[src/rtl/ifd_pkg.sv]
package ifd_pkg;
    localparam int INSN_W  = 32;
    localparam int OPC_W   = 6;
    localparam int REG_W   = 5;
    localparam int SHAMT_W = 5;
    localparam int FUNC_W  = 6;
    localparam int IMM_W   = 16;
    localparam int OPC_LSB = INSN_W - OPC_W;
    localparam int RS_LSB  = OPC_LSB - REG_W;
    localparam int RT_LSB  = RS_LSB - REG_W;
    localparam int RD_LSB  = RT_LSB - REG_W;
    localparam int SH_LSB  = RD_LSB - SHAMT_W;
    localparam int JADDR_W = OPC_LSB;
    localparam int EXT_W   = INSN_W - IMM_W;

    typedef logic [OPC_W-1:0]   opc_t;
    typedef logic [REG_W-1:0]   reg_t;
    typedef logic [SHAMT_W-1:0] shamt_t;
    typedef logic [FUNC_W-1:0]  func_t;
    typedef logic [IMM_W-1:0]   imm16_t;
    typedef logic [JADDR_W-1:0] jaddr_t;
    typedef logic [INSN_W-1:0]  word_t;

    localparam opc_t OPC_REG  = 6'b000000;
    localparam opc_t OPC_J    = 6'b000010;
    localparam opc_t OPC_BEQ  = 6'b000100;
    localparam opc_t OPC_BNE  = 6'b000101;
    localparam opc_t OPC_ORI  = 6'b001101;
    localparam opc_t OPC_LUI  = 6'b001111;
    localparam opc_t OPC_LW   = 6'b100011;
    localparam opc_t OPC_SW   = 6'b101011;

    localparam func_t FN_SLL  = 6'b000000;
    localparam func_t FN_SRL  = 6'b000010;
    localparam func_t FN_SRA  = 6'b000011;
    localparam func_t FN_JR   = 6'b001000;
    localparam func_t FN_ADD  = 6'b100000;
    localparam func_t FN_OR   = 6'b100101;

    typedef enum logic [3:0] {
        K_ADD = 4'd0, K_OR = 4'd1, K_SLL = 4'd2, K_SRL = 4'd3, K_SRA = 4'd4,
        K_JR = 4'd5, K_LW = 4'd6, K_SW = 4'd7, K_BEQ = 4'd8, K_BNE = 4'd9,
        K_ORI = 4'd10, K_LUI = 4'd11, K_J = 4'd12, K_BAD = 4'd15
    } kind_e;

    typedef enum logic [1:0] {
        IMM_NONE, IMM_SEXT, IMM_ZEXT, IMM_UPPER
    } imm_mode_e;

    typedef enum logic [1:0] {
        DST_NONE, DST_RD, DST_RT
    } dst_sel_e;

    typedef struct packed {
        opc_t   opc;
        reg_t   rs;
        reg_t   rt;
        reg_t   rd;
        shamt_t shamt;
        func_t  func;
        imm16_t imm;
        jaddr_t jaddr;
    } fields_t;

    typedef struct packed {
        logic rtype;
        logic load;
        logic store;
        logic branch;
        logic jump;
        logic jreg;
        logic illegal;
    } class_t;

    typedef struct packed {
        kind_e     kind;
        class_t    cls;
        imm_mode_e imm_mode;
        dst_sel_e  dst_sel;
        logic      uses_shamt;
    } ctrl_t;

    function automatic logic func_is_shift(func_t f);
        return (f == FN_SLL) || (f == FN_SRL) || (f == FN_SRA);
    endfunction

    function automatic class_t class_none();
        class_t c;
        c = '0;
        return c;
    endfunction
endpackage

[src/rtl/ifd_fields.sv]
module ifd_fields
    import ifd_pkg::*;
(
    input  word_t   insn_i,
    output fields_t fields_o
);
    always_comb begin
        fields_o.opc   = insn_i[OPC_LSB +: OPC_W];
        fields_o.rs    = insn_i[RS_LSB  +: REG_W];
        fields_o.rt    = insn_i[RT_LSB  +: REG_W];
        fields_o.rd    = insn_i[RD_LSB  +: REG_W];
        fields_o.shamt = insn_i[SH_LSB  +: SHAMT_W];
        fields_o.func  = insn_i[0 +: FUNC_W];
        fields_o.imm   = insn_i[0 +: IMM_W];
        fields_o.jaddr = insn_i[0 +: JADDR_W];
    end
endmodule

[src/rtl/ifd_classify.sv]
module ifd_classify
    import ifd_pkg::*;
(
    input  opc_t  opc_i,
    input  func_t func_i,
    output ctrl_t ctrl_o
);
    always_comb begin
        ctrl_o             = '0;
        ctrl_o.kind        = K_BAD;
        ctrl_o.cls         = class_none();
        ctrl_o.cls.illegal = 1'b1;
        ctrl_o.imm_mode    = IMM_NONE;
        ctrl_o.dst_sel     = DST_NONE;
        ctrl_o.uses_shamt  = 1'b0;
        unique case (opc_i)
            OPC_REG: begin
                ctrl_o.cls.rtype   = 1'b1;
                ctrl_o.cls.illegal = 1'b0;
                ctrl_o.dst_sel     = DST_RD;
                unique case (func_i)
                    FN_ADD: ctrl_o.kind = K_ADD;
                    FN_OR:  ctrl_o.kind = K_OR;
                    FN_SLL: ctrl_o.kind = K_SLL;
                    FN_SRL: ctrl_o.kind = K_SRL;
                    FN_SRA: ctrl_o.kind = K_SRA;
                    FN_JR: begin
                        ctrl_o.kind     = K_JR;
                        ctrl_o.cls.jreg = 1'b1;
                        ctrl_o.dst_sel  = DST_NONE;
                    end
                    default: begin
                        ctrl_o.kind    = K_BAD;
                        ctrl_o.cls     = class_none();
                        ctrl_o.cls.illegal = 1'b1;
                        ctrl_o.dst_sel = DST_NONE;
                    end
                endcase
                ctrl_o.uses_shamt = func_is_shift(func_i);
            end
            OPC_LW: begin
                ctrl_o.kind = K_LW;  ctrl_o.cls.load = 1'b1; ctrl_o.cls.illegal = 1'b0;
                ctrl_o.imm_mode = IMM_SEXT; ctrl_o.dst_sel = DST_RT;
            end
            OPC_SW: begin
                ctrl_o.kind = K_SW;  ctrl_o.cls.store = 1'b1; ctrl_o.cls.illegal = 1'b0;
                ctrl_o.imm_mode = IMM_SEXT;
            end
            OPC_BEQ: begin
                ctrl_o.kind = K_BEQ; ctrl_o.cls.branch = 1'b1; ctrl_o.cls.illegal = 1'b0;
                ctrl_o.imm_mode = IMM_SEXT;
            end
            OPC_BNE: begin
                ctrl_o.kind = K_BNE; ctrl_o.cls.branch = 1'b1; ctrl_o.cls.illegal = 1'b0;
                ctrl_o.imm_mode = IMM_SEXT;
            end
            OPC_ORI: begin
                ctrl_o.kind = K_ORI; ctrl_o.cls.illegal = 1'b0;
                ctrl_o.imm_mode = IMM_ZEXT; ctrl_o.dst_sel = DST_RT;
            end
            OPC_LUI: begin
                ctrl_o.kind = K_LUI; ctrl_o.cls.illegal = 1'b0;
                ctrl_o.imm_mode = IMM_UPPER; ctrl_o.dst_sel = DST_RT;
            end
            OPC_J: begin
                ctrl_o.kind = K_J;   ctrl_o.cls.jump = 1'b1; ctrl_o.cls.illegal = 1'b0;
            end
            default: ;
        endcase
    end

    always_comb begin
        assert_class_exclusive_R2: assert ($onehot0({ctrl_o.cls.rtype, ctrl_o.cls.load,
            ctrl_o.cls.store, ctrl_o.cls.branch, ctrl_o.cls.jump}))
            else $error("class flags not exclusive");
        if (ctrl_o.cls.illegal)
            assert_illegal_quiet_R12: assert (ctrl_o.dst_sel == DST_NONE
                && ctrl_o.imm_mode == IMM_NONE && !ctrl_o.cls.rtype && !ctrl_o.cls.jreg)
                else $error("illegal word still drives control");
    end
endmodule

[src/rtl/ifd_immgen.sv]
module ifd_immgen
    import ifd_pkg::*;
(
    input  imm16_t    imm_i,
    input  imm_mode_e mode_i,
    output word_t     imm_o
);
    always_comb begin
        unique case (mode_i)
            IMM_SEXT:  imm_o = {{EXT_W{imm_i[IMM_W-1]}}, imm_i};
            IMM_ZEXT:  imm_o = {{EXT_W{1'b0}}, imm_i};
            IMM_UPPER: imm_o = {imm_i, {EXT_W{1'b0}}};
            default:   imm_o = '0;
        endcase
    end

    always_comb begin
        if (mode_i == IMM_UPPER)
            assert_upper_low_clear_R10: assert (imm_o[IMM_W-1:0] == '0)
                else $error("upper immediate low half not clear");
        if (mode_i == IMM_ZEXT)
            assert_zext_high_clear_R9: assert (imm_o[INSN_W-1:IMM_W] == '0)
                else $error("zero extension leaked sign");
        if (mode_i == IMM_SEXT)
            assert_sext_copies_sign_R8: assert (imm_o[INSN_W-1:IMM_W] == '0
                || imm_o[INSN_W-1:IMM_W] == '1)
                else $error("sign extension not uniform");
    end
endmodule

[src/rtl/ifd_dest.sv]
module ifd_dest
    import ifd_pkg::*;
(
    input  dst_sel_e sel_i,
    input  reg_t     rd_i,
    input  reg_t     rt_i,
    output reg_t     dst_o,
    output logic     wr_en_o
);
    always_comb begin
        unique case (sel_i)
            DST_RD:  dst_o = rd_i;
            DST_RT:  dst_o = rt_i;
            default: dst_o = '0;
        endcase
        wr_en_o = (sel_i != DST_NONE) && (dst_o != '0);
    end

    always_comb begin
        if (wr_en_o)
            assert_no_zero_write_R7: assert (dst_o != '0)
                else $error("write enabled toward register zero");
        if (sel_i == DST_NONE)
            assert_none_no_write_R6: assert (!wr_en_o && dst_o == '0)
                else $error("non-writing class asserts write");
    end
endmodule

[src/rtl/insn_field_decoder.sv]
module insn_field_decoder
    import ifd_pkg::*;
(
    input  logic [31:0] insn_i,
    output logic [5:0]  opcode_o,
    output logic [4:0]  rs_o,
    output logic [4:0]  rt_o,
    output logic [4:0]  rd_o,
    output logic [4:0]  shamt_o,
    output logic [5:0]  func_o,
    output logic [25:0] jaddr_o,
    output logic [3:0]  kind_o,
    output logic [4:0]  dst_o,
    output logic        wr_en_o,
    output logic [31:0] imm_o,
    output logic        is_rtype_o,
    output logic        is_load_o,
    output logic        is_store_o,
    output logic        is_branch_o,
    output logic        is_jump_o,
    output logic        is_jreg_o,
    output logic        illegal_o
);
    fields_t f;
    ctrl_t   c;

    ifd_fields u_fields (.insn_i(insn_i), .fields_o(f));

    ifd_classify u_class (.opc_i(f.opc), .func_i(f.func), .ctrl_o(c));

    ifd_immgen u_imm (.imm_i(f.imm), .mode_i(c.imm_mode), .imm_o(imm_o));

    ifd_dest u_dest (.sel_i(c.dst_sel), .rd_i(f.rd), .rt_i(f.rt),
                     .dst_o(dst_o), .wr_en_o(wr_en_o));

    assign opcode_o    = f.opc;
    assign rs_o        = f.rs;
    assign rt_o        = f.rt;
    assign rd_o        = f.rd;
    assign func_o      = f.func;
    assign jaddr_o     = f.jaddr;
    assign shamt_o     = c.uses_shamt ? f.shamt : '0;
    assign kind_o      = c.kind;
    assign is_rtype_o  = c.cls.rtype;
    assign is_load_o   = c.cls.load;
    assign is_store_o  = c.cls.store;
    assign is_branch_o = c.cls.branch;
    assign is_jump_o   = c.cls.jump;
    assign is_jreg_o   = c.cls.jreg;
    assign illegal_o   = c.cls.illegal;

    always_comb begin
        if (!c.uses_shamt)
            assert_shamt_masked_R4: assert (shamt_o == '0)
                else $error("shift amount leaks on non-shift");
        if (is_store_o || is_branch_o || is_jump_o || is_jreg_o || illegal_o)
            assert_nonwriter_idle_R6: assert (!wr_en_o)
                else $error("non-writer enables write");
        if (is_jump_o || is_rtype_o || illegal_o)
            assert_no_imm_R11: assert (imm_o == '0)
                else $error("immediate driven for non-immediate class");
    end
endmodule

[config.mk]
export PLATFORM = sky130hd
export DESIGN_NAME = insn_field_decoder
export DESIGN_NICKNAME = d
export VERILOG_FILES = /design/src/rtl/ifd_pkg.sv /design/src/rtl/ifd_fields.sv /design/src/rtl/ifd_classify.sv /design/src/rtl/ifd_immgen.sv /design/src/rtl/ifd_dest.sv /design/src/rtl/insn_field_decoder.sv
export SDC_FILE = /design/constraint.sdc
export NUM_CORES = 1
export LEC_CHECK = 0
export BUFFER_PORTS_ARGS = -buffer_cell sky130_fd_sc_hd__buf_2
export CAP_MARGIN = 20
export CORE_UTILIZATION = 35
export DETAILED_ROUTE_END_ITERATION = 7
export PLACE_DENSITY = 0.87
export SYNTH_ARGS = -nofsm -noshare
export SYNTH_HDL_FRONTEND = slang
export SYNTH_SLANG_ARGS = --single-unit
[constraint.sdc]
create_clock -name vclk -period 4.33
set_clock_uncertainty 0.2 [all_clocks]
set_input_delay 0.433 -clock vclk [all_inputs]
set_output_delay 0.433 -clock vclk [all_outputs]
set_load 0.05 [all_outputs]
==> results.md, run 1 <==
* Initial antenna violation count at 0
* Hold Crit Class: in2out
* End of the worst hold path: jaddr_o[25]
* Design area at 1510 µm²
* Setup Viol. Count Final at 0
* Final period util at 82.3%
* Routed Antenna Nets at 0
* Library cells used by synthesis at between 40 and 50
* Seq cells at 0
* Final Max Tran Viols at 0
* Nets at about 290
* Residual DRC at 0
* Setup ws final at slightly below 800 ps
* VDD IR max at between 0.04 and 0.05 mV
* Initial DRC Count at between 60 and 70
* Area growth syn-to-layout at 17.5%
* Req. time, crit path at about 3700 ps
* Outcome: finished, final reports clean
* Gr ovfl total at 0
* Fin util at roughly 44%
* 1st-pass router iterations at 4
* Via count at 1498
* Row Count at 21
* Crit path arrival time at about 2900 ps
* Cell taking the most area after synthesis: buf_4
* Largest net degree at the start of global routing at 17
* WL/cell at 12.9 µm
* Min Tclk post-route at 3560 ps
* Syn avg cell area at 6.73 µm²
* Clock buf count at 0
* Final Hold Vio Count at 0
* Hold_buf cts at 0
* Die area at approximately 3900 µm²
* Pwr/cell area at roughly 140 nW/µm²
* Syn nets at 226
* Worst-Margin Slew at between 900 and 1000 ps
* Number of global-route vias before repair at 1165
* Post-Route WL at between 3000 and 4000 µm
* Most frequent cells in the layout: buf_2, nor2b_1, a21o_1, nor2_1, nor3_1
* Hold path cells at 0
* Antenna cells at 0
* Commonest non-fill, non-tap cell in the layout: buf_2
* Gp weighted congestion at around 0.8
* Core footprint at ~3400 µm²
* Final Instance Count excl. Fillers at ~300
* Seq/Total Area, Yosys at 0%
* FF/Latch Area at 0 µm²
* Synth area leaders: buf_4, a21o_1, nor2b_1
* Hold path startpoint: insn_i[25]
* RSZ-0062 raised after global routing: false
* TNS Setup at 0 ps
* Worst setup EP type: output pin
* Overall Global Routing Usage at approximately 18%
* DP Area at ~1500 µm²
* Worst relative slew slack at roughly 37%
* Die Wd at 62.6 µm
* Leakage dissipation at approximately 0.00092 µW
* Port Buffers at about 120
* Ports at around 140
* Max Clock Freq at 0.281 GHz
* Synth Warn # at 0
* Crit Path Max Fanout at 6
* Share of the synthesized area in the top cell type at 31.0%
* Initial Utilization at between 30% and 40%
* Worst Setup Start Kind: primary input
* Post-CTS Setup Inserts at 0
* Cts repair resizes at 0
* Final HPWL DP at approximately 3000 µm
* Dpl ws at between 700 and 800 ps
* Mapped Cells at 191
* First-pass GRT wire length at around 5800 µm
* Share of cells above drive strength 1 at a little over half
* Setup CP Type: in2out
* Vias per std cell at 5.08
* Max Cap Viol at 0
* Die Ht at 62.6 µm
* Placed cell count at 295
* Synth Cell Area at 1280 µm²
-- metrics by stage --
step           hold slack, ps  total power (µW)
2_1_floorplan             833               208
3_3_place_gp              667               207
3_5_place_dp              667               209
4_1_cts                   667               209
5_1_grt                   666               218
6_report                  666               209
-- cell type report --
cell class	instances	area, µm²
fillers	380	1910
inverters	5	18.8
multi-input cells	119	806
well taps	46	57.6
repair buffers	125	628
-- critical path: stages --
cell     delay, ps
buf_2          130
or3_4          390
or4_4          480
or4_1          460
ha_1           280
a22oi_1        230
a31oi_1        120
nor3_1         150
nor2_1          50
buf_2          210
-- worst max path at each step --
| stage | start | end | depth (start not counted) |
|---|---|---|---|
| global placement | insn_i[31] | wr_en_o | 10 |
| finish | insn_i[30] | wr_en_o | 10 |
| CTS | insn_i[31] | wr_en_o | 10 |
| floorplan | insn_i[30] | wr_en_o | 9 |
| detailed placement | insn_i[30] | wr_en_o | 10 |
| global route | insn_i[31] | wr_en_o | 10 |
-- kinds of logic (layout without fill, tap and decap cells) --
group,Yosys count,after routing,share of synthesized area (%)
xor+xnor,2,2,1.36
compound gates,42,42,25.0
buf+inv,72,130,37.3
fa+ha+maj,3,3,2.92
simple gates,72,72,33.4
-- power breakdown --
part / leakage [µW] / internal, µW / switching [µW]
logic: 0.000922 / 46.0 / 163
clock network: 0 / 0 / 0
registers: 0 / 0 / 0
-- layer usage --
layer	GRT usage, %	up-vias	share of wire (%)	routed length [µm]
met4	1.74	0	0.81	31
met1	24.0	689	45	1700
met2	30.7	76	47	1770
met5	0	-	0	0
li1	-	729	-	-
met3	1.09	4	7.9	302
-- cells in the mapped netlist, drive strengths merged, types with 4 or more instances --
cell type	n
clkbuf	10
nor3	7
nor4	4
nor2	13
buf	57
a21oi	5
nand2	5
inv	5
a21o	15
nor2b	15
and2	6
a22oi	5
(Power assumes the default switching activity.)
==> run 2, diff against run 1 <==
clock period = 3.5 ns   (was 4.33 ns; I/O delays follow)
==> results.md, run 2 (same netlist as run 1, synthesis figures left out) <==
* Outcome: finished, final reports clean
* Commonest non-fill, non-tap cell in the layout: buf_2
* Final Hold Vio Count at 0 (unchanged)
* Port Buffers at 124 (unchanged)
* DP Area at 1580 µm² (+4.5%)
* Worst-Margin Slew at 647 ps (-295 ps)
* Worst setup EP type: output pin
* Post-Route WL at 3830 µm (+0.66%)
* RSZ-0062 raised after global routing: false
* Via count at 1506 (+0.53%)
* Worst relative slew slack at 56.9% (+20 points)
* Vias per std cell at 5.00 (-1.5%)
* Initial DRC Count at 69 (+3.0%)
* Setup Viol. Count Final at 0 (unchanged)
* 1st-pass router iterations at 4 (unchanged)
* Area growth syn-to-layout at 23.2%
* Die area at 3920 µm² (unchanged)
* Leakage dissipation at 0.000952 µW (+3.3%)
* Ports at 139 (unchanged)
* Gp weighted congestion at 0.877 (+13%)
* Overall Global Routing Usage at 17.7% (+0.23 points)
* Design area at 1580 µm² (+4.8%)
* Max Cap Viol at 0 (unchanged)
* WL/cell at 12.7 µm (-1.3%)
* Core footprint at 3420 µm² (unchanged)
* Slowest CP cell: or4_1
* VDD IR max at 0.0842 mV (+75%)
* Share of cells above drive strength 1 at 54.9% (+2.7 points)
* Seq cells at 0 (unchanged)
* Post-CTS Setup Inserts at 0 (unchanged)
* Slowest stage delay, CP at 450 ps (-30 ps)
* Initial antenna violation count at 0 (unchanged)
* First-pass GRT wire length at 5890 µm (+1.5%)
* Worst Setup Start Kind: primary input
* Initial Utilization at 37.6% (unchanged)
* Min Tclk post-route at between 3000 and 4000 ps
* Residual DRC at 0 (unchanged)
* Hold Crit Class: in2out
* Req. time, crit path at 2950 ps (-750 ps)
* Die Ht at 62.6 µm (unchanged)
* Antenna cells at 0 (unchanged)
* Final HPWL DP at 3050 µm (+0.24%)
* FF/Latch Area at 0 µm² (unchanged)
* Crit path arrival time at 2800 ps (-130 ps)
* Number of global-route vias before repair at 1243 (+6.7%)
* TNS Setup at 0 ps (unchanged)
* Critical path cell sequence: buf_2, or3_4, or4_4, or4_1, ha_1, a22oi_1, a31oi_1, nor3_2, nor2_4, buf_2
* Nets at 292 (+2.1%)
* Most frequent cell on the critical path: buf_2
* Pwr/cell area at 166 nW/µm² (+20%)
* Largest net degree at the start of global routing at 16 (-1)
* Routed Antenna Nets at 0 (unchanged)
* Max Clock Freq at 0.299 GHz
* Setup ws final at 150 ps (-618 ps)
* Gr ovfl total at 0 (unchanged)
* Row Count at 21 (unchanged)
* Crit Path Max Fanout at 5 (-1)
* Clock buf count at 0 (unchanged)
* Dpl ws at 70.7 ps (-696 ps)
* Die Wd at 62.6 µm (unchanged)
* Final Max Tran Viols at 0 (unchanged)
* Setup CP Type: in2out
* Most frequent cells in the layout: buf_2, nor2b_1, a21o_1, nor2_1, buf_4
* Final period util at 95.7%
## run 2: per-layer routing
| layer | wire, µm | global-route usage [%] |
|---|---|---|
| met4 | 24 | 1.16 |
| met2 | 1910 | 31.8 |
| met3 | 266 | 2.01 |
| met1 | 1630 | 23.5 |
| met5 | 0 | 0 |
## run 2: what timing repair did
| action | CTS | global route |
|---|---|---|
| resized for setup | 0 | 1 |
| hold buffers | 0 | 0 |
| setup endpoints to repair | 0 | 1 |
## run 2: critical path: cells and delay by family
kind,cells,cell delay [ps]
adders and majority gates,1,290
AOI/OAI and AO/OA,2,350
buffers and inverters,2,310
and+or+nand+nor,5,1490
## run 2: cell type report
type	count	area (µm²)
fill	346	1830
inverter	5	18.8
multi-input combinational	119	833
tap	46	57.6
timing repair buffer	131	673
## run 2: worst paths after layout
check,from,end,slack (ps),cells after the start
worst max-delay path,insn_i[30],wr_en_o,150,10
worst min-delay path,insn_i[24],jaddr_o[24],500,0
## run 2: metrics by stage
step | hold WS (ps) | util (%) | power, µW | std cells
4_1_cts | 501 | 46.2 | 263 | 301
3_5_place_dp | 501 | 46.2 | 263 | 301
2_1_floorplan | 667 | - | 258 | 191
6_report | 500 | 46.3 | 263 | 301
5_1_grt | 500 | 46.3 | 275 | 301
3_3_place_gp | 501 | 46.0 | 261 | 300
## run 2: power breakdown
| part | switching [µW] | internal (µW) |
|---|---|---|
| logic | 202 | 60.3 |
| clock network | 0 | 0 |
| registers | 0 | 0 |
